$ cat src/rtl/prc_pkg.sv
package prc_pkg;

  typedef enum logic [3:0] {
    ST_IDLE, ST_PATH_ON, ST_OVR_ON, ST_FLUSH_A, ST_REQ_ON, ST_PREAMBLE,
    ST_WAIT_RDY, ST_STREAM, ST_WAIT_DONE, ST_REQ_OFF, ST_FLUSH_B,
    ST_PATH_OFF, ST_CS_OFF, ST_OVR_OFF, ST_VERDICT
  } seq_state_t;

  typedef enum logic [2:0] {
    EC_NONE = 3'd0, EC_MODE = 3'd1, EC_PINS = 3'd2,
    EC_PROTO = 3'd3, EC_TIMEOUT = 3'd4
  } err_code_t;

  typedef enum logic [2:0] {
    SS_UNKNOWN = 3'd0, SS_RESET = 3'd1, SS_ERROR = 3'd2,
    SS_WRITING = 3'd3, SS_OPERATING = 3'd4
  } summary_t;

  // Clock-to-data ratio code for a 16-bit data path.
  function automatic logic [1:0] ratio_pick(input logic enc, input logic cmp);
    if (cmp)      return 2'd2;
    else if (enc) return 2'd1;
    else          return 2'd0;
  endfunction

endpackage

$ cat src/rtl/prc_poll_window.sv
module prc_poll_window #(
  parameter int POLLS = 10
) (
  input  logic clk,
  input  logic rst,
  input  logic clr_i,
  input  logic tick_i,
  output logic last_o
);
  localparam int POLL_W = $clog2(POLLS + 1);

  logic [POLL_W-1:0] cnt;

  always_ff @(posedge clk) begin
    if (rst || clr_i) cnt <= '0;
    else if (tick_i)  cnt <= cnt + POLL_W'(1);
  end

  assign last_o = (cnt == POLL_W'(POLLS - 1));
endmodule

$ cat src/rtl/prc_stat_summary.sv
module prc_stat_summary
  import prc_pkg::*;
(
  input  logic       clk,
  input  logic       rst,
  input  logic       usermode_i,
  input  logic       ready_i,
  input  logic       crc_err_i,
  input  logic       nstat_pin_i,
  output logic [2:0] stat_o
);
  summary_t nxt;

  always_comb begin
    if (usermode_i)        nxt = SS_OPERATING;
    else if (ready_i)      nxt = SS_WRITING;
    else if (crc_err_i)    nxt = SS_ERROR;
    else if (!nstat_pin_i) nxt = SS_RESET;
    else                   nxt = SS_UNKNOWN;
  end

  always_ff @(posedge clk) begin
    if (rst) stat_o <= SS_UNKNOWN;
    else     stat_o <= nxt;
  end
endmodule

$ cat src/rtl/prc_seq_ctrl.sv
module prc_seq_ctrl
  import prc_pkg::*;
#(
  parameter int MSEL_W    = 3,
  parameter int LEN_W     = 12,
  parameter int FLUSH_LEN = 256,
  parameter int PRE_LEN   = 2047
) (
  input  logic              clk,
  input  logic              rst,
  input  logic              start_i,
  input  logic              finish_i,
  input  logic              enc_i,
  input  logic              cmp_i,
  input  logic [MSEL_W-1:0] msel_i,
  input  logic              ncfg_pin_i,
  input  logic              nstat_pin_i,
  input  logic              ready_i,
  input  logic              done_i,
  input  logic              err_i,
  input  logic              usermode_i,
  input  logic              confdone_i,
  input  logic              burst_done_i,
  input  logic              poll_last_i,
  output logic              poll_tick_o,
  output logic              poll_clr_o,
  output logic              ncs_o,
  output logic              ovr_en_o,
  output logic              cfg_en_o,
  output logic              pr_req_o,
  output logic              wide_o,
  output logic [1:0]        ratio_o,
  output logic              burst_req_o,
  output logic [LEN_W-1:0]  burst_len_o,
  output logic              stream_o,
  output logic              busy_o,
  output logic              done_o,
  output logic [2:0]        err_code_o
);
  seq_state_t state;
  err_code_t  pend;

  assign poll_tick_o = (state == ST_WAIT_RDY) || (state == ST_WAIT_DONE);
  assign poll_clr_o  = !poll_tick_o;

  always_ff @(posedge clk) begin
    if (rst) begin
      state       <= ST_IDLE;
      pend        <= EC_NONE;
      ncs_o       <= 1'b1;
      ovr_en_o    <= 1'b0;
      cfg_en_o    <= 1'b0;
      pr_req_o    <= 1'b0;
      wide_o      <= 1'b1;
      ratio_o     <= 2'd0;
      burst_req_o <= 1'b0;
      burst_len_o <= '0;
      stream_o    <= 1'b0;
      busy_o      <= 1'b0;
      done_o      <= 1'b0;
      err_code_o  <= EC_NONE;
    end else begin
      done_o <= 1'b0;
      case (state)
        ST_IDLE: if (start_i) begin
          if (msel_i > MSEL_W'(1)) begin
            done_o     <= 1'b1;
            err_code_o <= EC_MODE;
          end else if (!(ncfg_pin_i && nstat_pin_i)) begin
            done_o     <= 1'b1;
            err_code_o <= EC_PINS;
          end else begin
            ncs_o   <= 1'b0;
            wide_o  <= 1'b0;
            ratio_o <= ratio_pick(enc_i, cmp_i);
            busy_o  <= 1'b1;
            pend    <= EC_NONE;
            state   <= ST_PATH_ON;
          end
        end
        ST_PATH_ON: begin
          cfg_en_o <= 1'b1;
          state    <= ST_OVR_ON;
        end
        ST_OVR_ON: begin
          ovr_en_o    <= 1'b1;
          burst_req_o <= 1'b1;
          burst_len_o <= LEN_W'(FLUSH_LEN);
          state       <= ST_FLUSH_A;
        end
        ST_FLUSH_A: if (burst_done_i) begin
          burst_req_o <= 1'b0;
          state       <= ST_REQ_ON;
        end
        ST_REQ_ON: begin
          pr_req_o    <= 1'b1;
          burst_req_o <= 1'b1;
          burst_len_o <= LEN_W'(PRE_LEN);
          state       <= ST_PREAMBLE;
        end
        ST_PREAMBLE: if (burst_done_i) begin
          burst_req_o <= 1'b0;
          state       <= ST_WAIT_RDY;
        end
        ST_WAIT_RDY: begin
          if (err_i) begin
            pend  <= EC_PROTO;
            state <= ST_REQ_OFF;
          end else if (ready_i) begin
            stream_o <= 1'b1;
            state    <= ST_STREAM;
          end else if (poll_last_i) begin
            pend  <= EC_TIMEOUT;
            state <= ST_REQ_OFF;
          end
        end
        ST_STREAM: if (finish_i) begin
          stream_o <= 1'b0;
          state    <= ST_WAIT_DONE;
        end
        ST_WAIT_DONE: begin
          if (err_i) begin
            pend  <= EC_PROTO;
            state <= ST_REQ_OFF;
          end else if (done_i) begin
            state <= ST_REQ_OFF;
          end else if (poll_last_i) begin
            pend  <= EC_TIMEOUT;
            state <= ST_REQ_OFF;
          end
        end
        ST_REQ_OFF: begin
          pr_req_o    <= 1'b0;
          burst_req_o <= 1'b1;
          burst_len_o <= LEN_W'(FLUSH_LEN);
          state       <= ST_FLUSH_B;
        end
        ST_FLUSH_B: if (burst_done_i) begin
          burst_req_o <= 1'b0;
          state       <= ST_PATH_OFF;
        end
        ST_PATH_OFF: begin
          cfg_en_o <= 1'b0;
          state    <= ST_CS_OFF;
        end
        ST_CS_OFF: begin
          ncs_o <= 1'b1;
          state <= ST_OVR_OFF;
        end
        ST_OVR_OFF: begin
          ovr_en_o <= 1'b0;
          state    <= ST_VERDICT;
        end
        ST_VERDICT: begin
          done_o <= 1'b1;
          busy_o <= 1'b0;
          if (pend != EC_NONE)
            err_code_o <= pend;
          else if (usermode_i && confdone_i && nstat_pin_i)
            err_code_o <= EC_NONE;
          else
            err_code_o <= EC_TIMEOUT;
          state <= ST_IDLE;
        end
        default: state <= ST_IDLE;
      endcase
    end
  end
endmodule

$ cat src/rtl/prc_handshake_seq.sv
module prc_handshake_seq
  import prc_pkg::*;
#(
  parameter int MSEL_W    = 3,
  parameter int LEN_W     = 12,
  parameter int FLUSH_LEN = 256,
  parameter int PRE_LEN   = 2047,
  parameter int POLLS     = 10
) (
  input  logic              clk,
  input  logic              rst,
  input  logic              start_i,
  input  logic              finish_i,
  input  logic              enc_i,
  input  logic              cmp_i,
  input  logic [MSEL_W-1:0] msel_i,
  input  logic              ncfg_pin_i,
  input  logic              nstat_pin_i,
  input  logic              ready_i,
  input  logic              done_i,
  input  logic              err_i,
  input  logic              usermode_i,
  input  logic              confdone_i,
  input  logic              crc_err_i,
  input  logic              burst_done_i,
  output logic              ncs_o,
  output logic              ovr_en_o,
  output logic              cfg_en_o,
  output logic              pr_req_o,
  output logic              wide_o,
  output logic [1:0]        ratio_o,
  output logic              burst_req_o,
  output logic [LEN_W-1:0]  burst_len_o,
  output logic              stream_o,
  output logic              busy_o,
  output logic              done_o,
  output logic [2:0]        err_code_o,
  output logic [2:0]        stat_o
);
  logic poll_tick, poll_clr, poll_last;

  prc_poll_window #(.POLLS(POLLS)) u_poll (
    .clk(clk), .rst(rst), .clr_i(poll_clr), .tick_i(poll_tick),
    .last_o(poll_last)
  );

  prc_seq_ctrl #(
    .MSEL_W(MSEL_W), .LEN_W(LEN_W), .FLUSH_LEN(FLUSH_LEN), .PRE_LEN(PRE_LEN)
  ) u_ctrl (
    .clk(clk), .rst(rst), .start_i(start_i), .finish_i(finish_i),
    .enc_i(enc_i), .cmp_i(cmp_i), .msel_i(msel_i),
    .ncfg_pin_i(ncfg_pin_i), .nstat_pin_i(nstat_pin_i),
    .ready_i(ready_i), .done_i(done_i), .err_i(err_i),
    .usermode_i(usermode_i), .confdone_i(confdone_i),
    .burst_done_i(burst_done_i), .poll_last_i(poll_last),
    .poll_tick_o(poll_tick), .poll_clr_o(poll_clr),
    .ncs_o(ncs_o), .ovr_en_o(ovr_en_o), .cfg_en_o(cfg_en_o),
    .pr_req_o(pr_req_o), .wide_o(wide_o), .ratio_o(ratio_o),
    .burst_req_o(burst_req_o), .burst_len_o(burst_len_o),
    .stream_o(stream_o), .busy_o(busy_o), .done_o(done_o),
    .err_code_o(err_code_o)
  );

  prc_stat_summary u_sum (
    .clk(clk), .rst(rst), .usermode_i(usermode_i), .ready_i(ready_i),
    .crc_err_i(crc_err_i), .nstat_pin_i(nstat_pin_i), .stat_o(stat_o)
  );
endmodule

$ cat config.mk
export PLATFORM = sky130hd
export DESIGN_NAME = prc_handshake_seq
export DESIGN_NICKNAME = d
export VERILOG_FILES = /design/src/rtl/prc_pkg.sv /design/src/rtl/prc_poll_window.sv /design/src/rtl/prc_stat_summary.sv /design/src/rtl/prc_seq_ctrl.sv /design/src/rtl/prc_handshake_seq.sv
export SDC_FILE = /design/constraint.sdc
export NUM_CORES = 1
export LEC_CHECK = 0
export ABC_AREA = 1
export BUFFER_PORTS_ARGS = -buffer_cell sky130_fd_sc_hd__buf_4
export CELL_PAD_IN_SITES_DETAIL_PLACEMENT = 1
export CELL_PAD_IN_SITES_GLOBAL_PLACEMENT = 1
export CORE_UTILIZATION = 37
export CTS_BUF_LIST = sky130_fd_sc_hd__clkbuf_16
export DETAILED_ROUTE_END_ITERATION = 6
export PLACE_DENSITY = 0.88
export SETUP_SLACK_MARGIN = 0.05
export SLEW_MARGIN = 20
export SYNTH_ARGS = -nofsm -noshare
export SYNTH_HDL_FRONTEND = slang
export SYNTH_HIERARCHICAL = 1
export SYNTH_SLANG_ARGS = --single-unit
$ cat constraint.sdc
create_clock -name clk -period 3 [get_ports clk]
set_clock_uncertainty 0.2 [all_clocks]
set_input_delay 0.3 -clock clk [delete_from_list [all_inputs] [get_ports clk]]
set_output_delay 0.3 -clock clk [all_outputs]
set_load 0.005 [all_outputs]
=== After elaboration in Yosys (flattened, before gate mapping) ===
Index checks and enable logic that the tools add are counted.
Widths: inputs -> output; s select.

* Shift operators: 0
* Divide/modulo/power cells: 0
* Equality and inequality tests: 28
* $lt $le $gt $ge: 1
* Add/subtract/negate cells: 1
* Multiply operators: 0
* Reductions and logical operators: 29
* Bitwise logic cells: 1
* Multiplexer cells: 56

{| class="wikitable"
|+ Operators with widths
! kind !! number
|-
| $pmux 4 s14 || 1
|-
| $mux 3 || 16
|-
| $mux 4 || 12
|-
| $eq 4x4->1 const B || 8
|-
| $pmux 12 s2 || 1
|-
| $eq 4x3->1 const B || 4
|-
| $ne 2x2->1 const B || 8
|-
| $pmux 1 s2 || 8
|-
| $reduce_and 4->1 || 4
|-
| $reduce_bool 2->1 || 8
|-
| $mux 1 || 15
|-
| $pmux 3 s3 || 1
|-
| $eq 4x2->1 const B || 2
|-
| $reduce_and 7->1 || 1
|-
| $ne 3x3->1 const B || 2
|-
| $pmux 3 s2 || 1
|-
| $reduce_and 6->1 || 1
|-
| $reduce_bool 3->1 || 2
|-
| $reduce_or 3->1 || 2
|-
| $add 4x1->4 const B || 1
|-
| $eq 4x1->1 const B || 1
|-
| $logic_not 4->1 || 1
|-
| $ne 2x1->1 const B || 2
|-
| $reduce_or 2->1 || 2
|-
| other kinds (9) || 12
|}

* Flip-flop bits (word level): 40
* Memories: 0
* Bits in read-only memories: 0
* RAM bits: 0
* Output and inout port bits: 29
* Latch bits: 0
* Bits of input ports: 18

=== Longest topological paths before layout ===
Gate-level depths: netlist of the first run.

* Depth after elaboration: 5
* Mapped depth: 12
* Gate-level depth less buffers: 11

=== By module ===
Netlist of the first run, hierarchy kept.

{| class="wikitable"
|+ By module, submodules not included
! module !! cells an instance !! area an instance (um^2) !! instances
|-
| prc_seq_ctrl || 195 || 1276.2 || 1
|-
| prc_poll_window || 26 || 190.2 || 1
|-
| prc_stat_summary || 11 || 92.6 || 1
|}

=== Worst setup path after synthesis of the first run ===
OpenSTA, ideal clock, no wires.

* Path kind: register to register
* Start: register u_ctrl.state[2]
* End: register u_poll.cnt[1]
* Clock period less this slack: 1.594 ns
* Arrival: 1.324 ns
* Setup time: 0.070 ns
* Setup slack: 1.406 ns
* Cell stages (with the launch flop): 10
* Required time: 2.730 ns
* Cells stage by stage: dfxtp_1 buf_4 inv_2 nor2_2 nand2_1 nand2_2 inv_1 nor2_1 o21ai_0 a21oi_1

* Longest elaborated chain between the ends: 4
* Elaborated cells between the ends (all ways): 5
* Classes of those cells: eq/ne: 2; reduce/logical: 3

{| class="wikitable"
|+ RTL lines
! what !! line !! source
|-
| start: declaration || prc_seq_ctrl.sv:40 || <nowiki>seq_state_t state;</nowiki>
|-
| start signal: assignment || prc_seq_ctrl.sv:48 || <nowiki>state <= ST_IDLE;</nowiki>
|-
| start signal: assignment || prc_seq_ctrl.sv:78 || <nowiki>state <= ST_PATH_ON;</nowiki>
|-
| start signal: assignment || prc_seq_ctrl.sv:83 || <nowiki>state <= ST_OVR_ON;</nowiki>
|-
| $eq 4x3->1 / $eq 4x4->1 (equally long branches) || prc_seq_ctrl.sv:43 || <nowiki>assign poll_tick_o = (state == ST_WAIT_RDY) || (state == ST_WAIT_DONE);</nowiki>
|-
| $logic_or 1x1->1 * || prc_seq_ctrl.sv:43 ||
|-
| net poll_tick || prc_handshake_seq.sv:40 || <nowiki>logic poll_tick, poll_clr, poll_last;</nowiki>
|-
| $logic_not 1->1 * || prc_seq_ctrl.sv:44 || <nowiki>assign poll_clr_o = !poll_tick_o;</nowiki>
|-
| net poll_clr || prc_handshake_seq.sv:40 ||
|-
| $logic_or 1x1->1 * || prc_poll_window.sv:15 || <nowiki>if (rst || clr_i) cnt <= '0;</nowiki>
|-
| end signal: assignment || prc_poll_window.sv:16 || <nowiki>else if (tick_i) cnt <= cnt + POLL_W'(1);</nowiki>
|-
| end: declaration || prc_poll_window.sv:12 || <nowiki>logic [POLL_W-1:0] cnt;</nowiki>
|}

The timed path passes the listed nets; every way through them passes the cells marked *.
A chain may end at the register's enable or synchronous reset.

=== Worst setup path after layout of the first run ===
* Start: register u_ctrl.state[1]
* End: register u_poll.cnt[1]

Same word-level chain as after synthesis.

==> summary.txt, run 1 <==
Global routing
  – Gr ovfl total: 0
  – Largest net degree at the start of global routing: 18
  – GRT Overall Usage: 20.06%
  – Vias in the first global route: 1477
  – Antenna violations before repair: 0
  – First-pass GRT wire length: 6617 um

Status
  – Status: complete, no violations

Critical path
  – Startpoint type of the worst setup path: flip-flop
  – Critical setup path kind: flip-flop to flip-flop
  – Register-to-Register Path Depth: 8
  – R2R Path Start: u_ctrl/state[1]
  – Worst Setup End Kind: flip-flop
  – Crit path max fanout: 9
  – Critical path required time: 3.01 ns
  – R2R Path End: u_poll/cnt[1]
  – Critical path arrival: just over 2 ns
  – Reg2Reg Setup Slack: 0.94 ns

Yosys
  – Top_reg_cell synth: dfxtp_1
  – Gate Count Post-Synth: 232
  – Top post-synthesis cells by area: dfxtp_1 (37%), nand2_1 (15%), nor2_1 (8.7%), buf_4 (5.8%), a21oi_1 (5.1%)
  – Seq cells post-synth: 29
  – Post-synth cell types: 26
  – Syn Nets: roughly 250
  – Register area share after synthesis: 37.24%
  – Synthesized cell area: 1559 um2
  – Avg Cell Area, Syn: 6.720 um2
  – Post-synth EDFFs: 0
  – FFs w/ async S/R, synth: 0%
  – Post-synth top area share: 37.24%
  – Cell taking the most area after synthesis: dfxtp_1
  – Syn. warnings: 6

Clock network
  – H-tree depth: 2
  – Clock Latency Late Sink: 0.27 ns
  – Num CTS Buffers: 5
  – Clk sinks: 29
  – TritonCTS clock tree: built
  – Clk buf depth: 2
  – Post-cts sizing count: 0
  – Clock Pin Slew Worst Setup and Hold Paths: roughly 0.050 ns
  – Hold-fix buffers, CTS: 0
  – Root Driver: clkbuf_16
  – Post-CTS setup buffer count: 0

Floorplanning
  – Die X: 66.91 um
  – Die footprint: 4477 um2
  – Starting Density: 38.70%
  – Die height: about 67 um
  – Core Region: 4029 um2
  – IO Pins: 47
  – Floorplan row count: 23

STA
  – Fin. Hold Viols: 0
  – Sum of negative setup slack: 0 ns
  – RSZ-0062 raised after global routing: no
  – Final Setup Violations: 0
  – Max Clk Rate: about 490 MHz
  – Final Cycle Share: 68.70%
  – Tmin final: 2.061 ns
  – Slew Limit Fails: 0

Placed design
  – PortBufs: 44
  – Global placer's final weighted congestion: between 0.8 and 0.9
  – HPWL Detailed: approximately 3000 um
  – Placed Instance Area: 1858 um2

Worst hold path
  – Hold Path Origin: usermode_i
  – Hold path depth: 3
  – Worst hold endpoint: u_sum/stat_o[2]
  – Tightest Hold Check Type: input pin to flip-flop

Detailed routing
  – DR iter-0 viols: 70
  – DR WL/cell: 12.65 um
  – Total number of vias: 1554
  – Vias per std cell: 4.841
  – DR pass1 iterations: 4
  – WL final: 4062 um
  – DRC violations left: 0
  – Post-route ant nets: 0

Layout
  – Nets: 290
  – Layout cells sized above 1: around 28%
  – Ant diodes: 0
  – Area delta synth->final: 28.33%
  – Layout Utilization: between 40 and 50%
  – Fin area: 2001 um2

Pwr
  – Worst VDD drop: 0.0004077 V
  – Pleak: 0.9635 nW
  – Pwr per Cell Area: 669.9 nW/um2

Flow run
  – Max Cap Viol: 0
==> through the flow <==
stage                     power (mW)  hold slack (ns)  instances  setup slack, ns
after global placement        0.8533           0.2417        313            1.050
final                          1.340          0.06180        321           0.9390
after detailed placement      0.8634           0.2558        313           0.9959
after floorplan               0.7410           0.1691        232            1.406
after CTS                      1.350          0.05668        321           0.9622
after global routing           1.424          0.07692        321           0.7441
==> per-layer routing <==
metal	vias up	routed length (um)	global-route usage [%]
li1	795	-	-
met1	724	1842	23.24
met2	28	2031	34.85
met3	7	119	5.137
met4	0	68	7.713
met5	-	0	0
==> flip-flops by register name (all words and copies together) (netlist names), 2 cells and up <==
| name | cells |
|---|---|
| u_sum/stat_o | 3 |
| u_ctrl/burst_len_o | 2 |
| u_ctrl/ratio_o | 2 |
| u_ctrl/err_code_o | 3 |
| u_ctrl/state | 4 |
| u_poll/cnt | 4 |
| u_ctrl/pend | 2 |
==> synthesized netlist by cell type, types with 2 or more instances <==
library cell and number:
nor2_1 36, nand3_1 13, ha_1 2, inv_2 9, nor2_2 5, nand2_1 61, o21ai_0 6, a21oi_1 16
nand2_2 5, nor2_4 3, inv_1 20, o211ai_1 2, o21ai_1 2, dfxtp_1 29, buf_4 12
==> worst max-delay path, stage by stage, from the launching register on <==
cell and delay, ns:
dfxtp_1 0.59, inv_2 0.08, nor2_2 0.21, nand2_1 0.14, nand2_2 0.18, inv_1 0.08, nor2_1 0.25, o21ai_0 0.14
a21oi_1 0.12
==> final cells by class <==
class	count	area, um2
tap	50	62.56
fill	561	2028
sequential	29	580.6
timing repair buffer	44	330.3
clock buffer	5	125.1
inverter	29	108.9
clock inverter	3	17.52
multi-input combinational	161	775.7
==> layout by cell type (no fill, tap or decap), drive strengths merged, types with 2 or more instances in the layout <==
master	instances
clkbuf	5
clkinv	2
o211ai	2
ha	2
nand3	14
nor2	44
inv	29
dfxtp	29
a21oi	16
buf	44
o21ai	8
nand4	2
nand2	66
==> worst max path at each step <==
stage	startpoint	cells after the start	endpoint
final	u_ctrl/state[1]	8	u_poll/cnt[1]
after global routing	u_ctrl/state[1]	8	u_poll/cnt[1]
after CTS	u_ctrl/state[1]	8	u_poll/cnt[1]
after detailed placement	u_ctrl/state[1]	8	u_poll/cnt[1]
after global placement	u_ctrl/state[1]	8	u_poll/cnt[1]
after floorplan	u_ctrl/state[2]	9	u_poll/cnt[1]
==> power breakdown <==
| part | switching (mW) | internal (mW) | total [mW] |
|---|---|---|---|
| logic | 0.229 | 0.148 | 0.377 |
| registers | 0.0510 | 0.438 | 0.489 |
| clock network | 0.171 | 0.303 | 0.474 |
==> kinds of logic (layout without fill, tap and decap cells) <==
logic type                 Yosys count  count (layout)  share of synthesized area [%]
adders and majority gates            2               2                          1.605
AOI/OAI and AO/OA                   31              31                          11.96
DFF                                 29              29                          37.24
other                                1               1                         0.2405
and+or+nand+nor                    127             127                          35.96
buffers and inverters               42              81                          13.00
(Power assumes the default switching activity.)
==> run 2: changes to the inputs <==
--- a/config.mk
+++ b/config.mk
@@ -5,14 +5,14 @@
 export SDC_FILE = /design/constraint.sdc
 export NUM_CORES = 1
 export LEC_CHECK = 0
-export ABC_AREA = 1
+export ABC_AREA = 0
 export BUFFER_PORTS_ARGS = -buffer_cell sky130_fd_sc_hd__buf_4
 export CELL_PAD_IN_SITES_DETAIL_PLACEMENT = 1
 export CELL_PAD_IN_SITES_GLOBAL_PLACEMENT = 1
 export CORE_UTILIZATION = 37
 export CTS_BUF_LIST = sky130_fd_sc_hd__clkbuf_16
 export DETAILED_ROUTE_END_ITERATION = 6
-export PLACE_DENSITY = 0.88
+export PLACE_DENSITY = 0.83
 export SETUP_SLACK_MARGIN = 0.05
 export SLEW_MARGIN = 20
 export SYNTH_ARGS = -nofsm -noshare
==> constraint.sdc (replaced) <==
create_clock -name clk -period 2.05 [get_ports clk]
set_clock_uncertainty 0.2 [all_clocks]
set_input_delay 0.205 -clock clk [delete_from_list [all_inputs] [get_ports clk]]
set_output_delay 0.205 -clock clk [all_outputs]
set_load 0.005 [all_outputs]
==> run 2 against run 1 <==
The run now ends with negative hold slack left. Critical path type unchanged. Synthesized area is 6.3% higher. Maximum frequency up 1.5%. Largest power group is now combinational logic. Global-route usage increased by 3.3 points.
==> summary.txt, run 2 <==
Yosys
  – Seq cells post-synth: 29 (unchanged)
  – Avg Cell Area, Syn: 8.373 um2 (+25%)
  – FFs w/ async S/R, synth: 0% (unchanged)
  – Post-synth EDFFs: 0 (unchanged)
  – Cell taking the most area after synthesis: dfxtp_1
  – Synthesized cell area: 1658 um2 (+6.3%)
  – Gate Count Post-Synth: 198 (-15%)
  – Post-synth cell types: 61 (+130%)
  – Top_reg_cell synth: dfxtp_1
  – Syn. warnings: 6 (unchanged)
  – Top post-synthesis cells by area: dfxtp_1 (35%), buf_4 (4.5%), a21oi_1 (3.6%), nor2_1 (3.6%), nor3_1 (3.3%)
  – Post-synth top area share: 35.02% (-2.2 points)
  – Top-count cell post-synth: dfxtp_1
  – Syn Nets: 218 (-13%)
  – Commonest cells in the synthesized netlist: dfxtp_1 (29), nor2_1 (16), a21oi_1 (12)
  – Register area share after synthesis: 35.02% (-2.2 points)

Placed design
  – Global placer's final weighted congestion: 0.8252 (-1.6%)
  – Placed Instance Area: 2162 um2 (+16%)
  – Pre-CTS WS: -0.006512 ns (-1.002 ns)
  – HPWL Detailed: 3517 um (+18%)
  – # placed instances: 300 (-4.2%)
  – PortBufs: 44 (unchanged)

STA
  – Final Cycle Share: 99.05% (+30 points)
  – Fin. Hold Viols: 1 (+1)
  – Slew Limit Fails: 0 (unchanged)
  – Max Clk Rate: 492.5 MHz (+1.5%)
  – Sum of negative setup slack: 0 ns (unchanged)
  – Hold slack: -0.007855 ns (-0.06965 ns)
  – RSZ-0062 raised after global routing: yes
  – Tmin final: 2.030 ns (-0.03056 ns)
  – Setup ws final: 0.01952 ns (-0.9194 ns)
  – Final Setup Violations: 0 (unchanged)

Detailed routing
  – DR pass1 iterations: 4 (unchanged)
  – Vias per std cell: 5.659 (+17%)
  – Total number of vias: 1760 (+13%)
  – WL final: 5478 um (+35%)
  – DRC violations left: 0 (unchanged)
  – DR iter-0 viols: 58 (-17%)
  – Post-route ant nets: 0 (unchanged)
  – DR WL/cell: 17.61 um (+39%)

Layout
  – Nets: 281 (-3.1%)
  – Fin area: 2406 um2 (+20%)
  – Biggest regs: u_ctrl/state x4, u_poll/cnt x4
  – Layout Utilization: 58.06% (+8.4 points)
  – Final non-filler cell total: 311 (-3.1%)
  – Ant diodes: 0 (unchanged)
  – Fillers: 500 (-11%)
  – Commonest cells after routing, fill and taps aside: buf_4 (79), dfxtp_1 (23), nor2_1 (16), a21oi_1 (10), o21ai_0 (10)
  – Layout cells sized above 1: 41.76% (+13 points)
  – Area delta synth->final: 45.13%
  – Commonest non-fill, non-tap cell in the layout: buf_4

Floorplanning
  – Core Region: 4144 um2 (+2.9%)
  – Die footprint: 4752 um2 (+6.1%)
  – Die height: 68.94 um (+3.0%)
  – Starting Density: 40.01% (+1.3 points)
  – IO Pins: 47 (unchanged)
  – Floorplan row count: 23 (unchanged)
  – Die X: 68.94 um (+3.0%)

Critical path
  – Worst Setup End Kind: flip-flop
  – Register-to-Register Path Depth: 4 (-4)
  – R2R Path End: u_ctrl/pend[2]
  – Critical setup path kind: flip-flop to flip-flop
  – Crit. Startpoint: u_ctrl/state[3]
  – Startpoint type of the worst setup path: flip-flop
  – Crit path max fanout: 7 (-2)
  – Critical path arrival: 1.98 ns (-0.09 ns)
  – Reg2Reg Setup Slack: 0.02 ns (-0.92 ns)
  – R2R Path Start: u_ctrl/state[3]
  – Setup crit end: u_ctrl/pend[2]
  – Critical path required time: 2.00 ns (-1.01 ns)

Clock network
  – Clock Latency Late Sink: 0.27 ns (about the same)
  – TritonCTS clock tree: built
  – Num CTS Buffers: 5 (unchanged)
  – Clk buf depth: 2 (unchanged)
  – Root Driver: clkbuf_16
  – Clock Pin Slew Worst Setup and Hold Paths: 0.05 ns (about the same)
  – H-tree depth: 2 (unchanged)
  – Clk sinks: 29 (unchanged)

Global routing
  – Vias in the first global route: 1623 (+9.9%)
  – Largest net degree at the start of global routing: 25 (+7)
  – First-pass GRT wire length: 8066 um (+22%)
  – GRT Overall Usage: 23.36% (+3.3 points)
  – Gr ovfl total: 0 (unchanged)
  – Antenna violations before repair: 0 (unchanged)

Worst hold path
  – Hold Path Origin: ready_i
  – Tightest Hold Check Type: input pin to flip-flop

Pwr
  – Pwr per Cell Area: 1030 nW/um2 (+54%)
  – Worst VDD drop: 0.0003587 V (-12%)
  – Pleak: 1.039 nW (+7.9%)

Status
  – Failing checks: negative hold slack
  – Status: finished with violations

Flow run
  – Max Cap Viol: 0 (unchanged)
==> run 2: cell count changes in the layout (fill, tap and decap cells not counted), sizes merged, moves of 11 or more <==
cell | before | now
nand3 | 14 | 2
inv | 29 | 10
nor2 | 44 | 17
buf | 44 | 79
nor3 | 0 | 11
nand2 | 66 | 8
==> run 2: routing by layer <==
layer	track usage (%)	wire length (um)	vias up
met5	0	0	-
met4	6.888	82	0
met3	4.934	269	10
met2	40.53	2797	53
met1	28.67	2329	860
li1	-	-	837
==> run 2: what timing repair did <==
action | in CTS | in global routing
hold endpoints to repair | 1 | 0
buffers inserted | 0 | 3
resized for setup | 7 | 15
pin swaps | 1 | 4
setup endpoints to repair | 6 | 6
hold buffers | 1 | 0
==> run 2: critical path, stage by stage, from the launching register on <==
cell     delay (ns)
dfxtp_4        0.37
or3_4          0.38
a221o_1        0.37
a211o_1        0.29
mux2_4         0.31
==> run 2: logic make-up (layout without fill, tap and decap cells) <==
group	after synthesis	after routing	synth area share (%)
buffers and inverters	33	96	10.49
other	1	1	0.2262
multiplexers	7	7	4.754
AND/OR/NAND/NOR	67	67	23.17
XOR/XNOR	2	2	1.057
adder cells (fa/ha/maj)	2	2	1.509
AO/OA/AOI/OAI	57	57	23.77
flip-flops	29	29	35.02
==> run 2: power by group <==
part	switching (mW)	internal, mW	leakage [nW]
Sequential	0.105	0.653	0.240
Clock	0.234	0.432	0.0685
Combinational	0.499	0.556	0.731
==> run 2: how the worst min path moves through the flow <==
stage                                  to  cells after the start
after global routing      u_sum/stat_o[1]                      2
final                     u_sum/stat_o[1]                      2
after global placement    u_sum/stat_o[1]                      2
after CTS                 u_sum/stat_o[1]                      2
after detailed placement  u_sum/stat_o[1]                      2
after floorplan           u_sum/stat_o[2]                      1
==> run 2: area by class of cell <==
class | count | area [um2] | share of cell area (%)
clock inverter | 2 | 7.507 | 0.3120
sequential | 29 | 590.6 | 24.54
inverter | 9 | 33.78 | 1.404
clock buffer | 5 | 125.1 | 5.200
tap | 50 | 62.56 | 2.600
multi-input combinational | 136 | 983.4 | 40.87
timing repair buffer | 80 | 603.1 | 25.06
==> run 2: through the flow <==
stage / hold slack (ns) / total power [mW]
CTS: 0.001100 / 2.397
finish: -0.007855 / 2.479
global placement: 0.2131 / 1.659
detailed placement: 0.2337 / 1.693
global route: 0.004750 / 2.604
floorplan: 0.07661 / 1.271
==> run 3: changes to the inputs <==
--- a/config.mk
+++ b/config.mk
@@ -5,14 +5,14 @@
 export SDC_FILE = /design/constraint.sdc
 export NUM_CORES = 1
 export LEC_CHECK = 0
-export ABC_AREA = 0
+export ABC_AREA = 1
 export BUFFER_PORTS_ARGS = -buffer_cell sky130_fd_sc_hd__buf_4
 export CELL_PAD_IN_SITES_DETAIL_PLACEMENT = 1
 export CELL_PAD_IN_SITES_GLOBAL_PLACEMENT = 1
-export CORE_UTILIZATION = 37
+export CORE_UTILIZATION = 35
 export CTS_BUF_LIST = sky130_fd_sc_hd__clkbuf_16
 export DETAILED_ROUTE_END_ITERATION = 6
-export PLACE_DENSITY = 0.83
+export PLACE_DENSITY = 0.84
 export SETUP_SLACK_MARGIN = 0.05
 export SLEW_MARGIN = 20
 export SYNTH_ARGS = -nofsm -noshare
==> run 3 against run 2 <==
Total power is 21% lower. Via count shrank 11%. Clock-buffer cell count stayed put. Register-to-register slack better by 0.21 ns. Sequential share of layout area is 3.7 points higher. Clock power increased by 2%. Sequential power is 6.6% lower. The run now ends clean. Cell area decreased by 14%. Sequential cell count unchanged.
==> summary.txt, run 3 (synthesis results as in run 1) <==
Clock network
  – Num CTS Buffers: 5 (unchanged)
  – Clk sinks: 29 (unchanged)
  – Root Driver: clkbuf_16
  – H-tree depth: 2 (unchanged)
  – Clock Pin Slew Worst Setup and Hold Paths: 0.05 ns (about the same)
  – Clk buf depth: 2 (unchanged)
  – Clock Latency Late Sink: 0.27 ns (about the same)
  – TritonCTS clock tree: built

Placed design
  – HPWL Detailed: 3240 um (-7.9%)
  – Global placer's final weighted congestion: 0.8243 (-0.11%)
  – PortBufs: 44 (unchanged)

Floorplanning
  – Core Region: 4144 um2 (unchanged)
  – Floorplan row count: 23 (unchanged)
  – Die X: 68.74 um (-0.28%)
  – Die height: 68.74 um (-0.28%)
  – Starting Density: 37.62% (-2.4 points)
  – Die footprint: 4725 um2 (-0.56%)
  – IO Pins: 47 (unchanged)

Layout
  – Nets: 297 (+5.7%)
  – Commonest cells after routing, fill and taps aside: nand2_1 (61), buf_4 (48), nor2_1 (35), dfxtp_1 (29), inv_1 (20)
  – Layout cells sized above 1: 28.78% (-13 points)
  – Fillers: 563 (+13%)
  – Biggest regs: u_ctrl/state x4, u_poll/cnt x4
  – Commonest non-fill, non-tap cell in the layout: nand2_1
  – Area delta synth->final: 32.02%
  – Layout Utilization: 49.67% (-8.4 points)
  – Ant diodes: 0 (unchanged)

Worst hold path
  – Tightest Hold Check Type: input pin to flip-flop

Detailed routing
  – Post-route ant nets: 0 (unchanged)
  – DRC violations left: 0 (unchanged)
  – DR pass1 iterations: 4 (unchanged)
  – WL final: 4317 um (-21%)
  – DR WL/cell: 13.16 um (-25%)
  – DR iter-0 viols: 56 (-3.4%)
  – Total number of vias: 1568 (-11%)
  – Vias per std cell: 4.780 (-16%)

STA
  – Final Setup Violations: 0 (unchanged)
  – Fin. Hold Viols: 0 (-1)
  – Tmin final: 1.816 ns (-0.2146 ns)
  – Slew Limit Fails: 0 (unchanged)
  – Max Clk Rate: 550.7 MHz (+12%)
  – Final Cycle Share: 88.58% (-10 points)
  – RSZ-0062 raised after global routing: no
  – Sum of negative setup slack: 0 ns (unchanged)

Global routing
  – Gr ovfl total: 0 (unchanged)
  – Largest net degree at the start of global routing: 18 (-28%)
  – First-pass GRT wire length: 7044 um (-13%)
  – Antenna violations before repair: 0 (unchanged)
  – GRT Overall Usage: 20.57% (-2.8 points)
  – Vias in the first global route: 1511 (-6.9%)

Pwr
  – Comb pwr share: 29.0% (-14 points)
  – Worst VDD drop: 0.0005587 V (+56%)
  – Pleak: 0.9966 nW (-4.1%)
  – Internal power: 1.310 mW (-20%)
  – Pwr per Cell Area: 949.7 nW/um2 (-7.8%)
  – Psw: 0.6445 mW (-23%)
  – Switching Fraction: 32.97% (-0.84 points)
  – Seq pwr share: 36.2% (+5.6 points)
  – Clock group share of total power: 34.8% (+7.9 points)

Critical path
  – Critical setup path kind: flip-flop to flip-flop
  – Reg2Reg Setup Slack: 0.23 ns (+0.21 ns)
  – Startpoint type of the worst setup path: flip-flop
  – Worst path top cell family by delay: simple AND/OR/NAND/NOR gates
  – Critical path required time: 2.05 ns (+0.05 ns)
  – Worst-path cell chain: inv_2 -> nor2_4 -> nand2_1 -> nand2_2 -> inv_1 -> nor2_2 -> o21ai_0 -> a21oi_1
  – Crit path max fanout: 7 (unchanged)
  – Critical path arrival: 1.82 ns (-0.16 ns)
  – Slowest-stage cell, CP: dfxtp_1
  – Worst Setup End Kind: flip-flop
  – WP buf/inv: 2 (+2)
  – Crit-path max cell delay: 0.47 ns (+0.09 ns)

Status
  – Status: complete, no violations

Flow run
  – Max Cap Viol: 0 (unchanged)
## run 3: layout make-up
cell class	count	area (um2)	share of cell area, %
Inverter	29	108.9	5.289
Clock inverter	3	12.51	0.6079
Tap cell	50	62.56	3.040
Sequential cell	29	580.6	28.21
Timing Repair Buffer	51	390.4	18.97
Multi-Input combinational cell	161	778.2	37.81
Clock buffer	5	125.1	6.079
## run 3: per-layer routing
layer | track usage, % | up-vias | wire length, um
met4 | 6.888 | 0 | 45
met2 | 34.56 | 30 | 2206
li1 | - | 806 | -
met5 | 0 | - | 0
met1 | 25.05 | 728 | 1916
met3 | 5.921 | 4 | 148
## run 3: path summary, 6_finish.rpt
kind / startpoint / to / depth (start not counted)
worst max-delay path: u_ctrl/state[3] / u_poll/cnt[1] / 8
worst max register to register: u_ctrl/state[3] / u_poll/cnt[1] / 8
worst min-delay path: cmp_i / u_ctrl/ratio_o[1] / 3
worst min register to register: u_ctrl/wide_o / u_ctrl/wide_o / 2
## run 3: power by group through the flow
stage               logic (mW)  clock network (mW)  registers [mW]
floorplan                0.384                   0           0.701
global placement         0.550                   0           0.717
detailed placement       0.564                   0           0.716
CTS                      0.573               0.690           0.707
global route             0.636               0.725           0.717
finish                   0.567               0.680           0.708
## run 3: repair_timing
action	4_1_cts	5_1_grt
setup endpoints to repair	0	2
hold endpoints to repair	3	0
buffers inserted	0	0
hold buffers	3	0
gates resized for setup	0	1
## run 3: worst reg2reg max path: cells and delay by family (launching register included)
kind | cells | cell delay (ns)
simple gates | 4 | 0.65
flops | 1 | 0.47
compound gates | 2 | 0.23
buf+inv | 2 | 0.19
## run 3: metrics by stage
stage,power [mW],hold slack [ns],std cells,area (um2),setup WS [ns]
2_1_floorplan,1.084,0.07407,232,1559,0.4560
3_3_place_gp,1.268,0.2284,317,1888,0.2463
3_5_place_dp,1.280,0.2386,317,1888,0.1733
4_1_cts,1.970,0.006470,328,2056,0.1598
5_1_grt,2.078,0.02384,328,2058,0.05679
6_report,1.955,0.006042,328,2058,0.2341
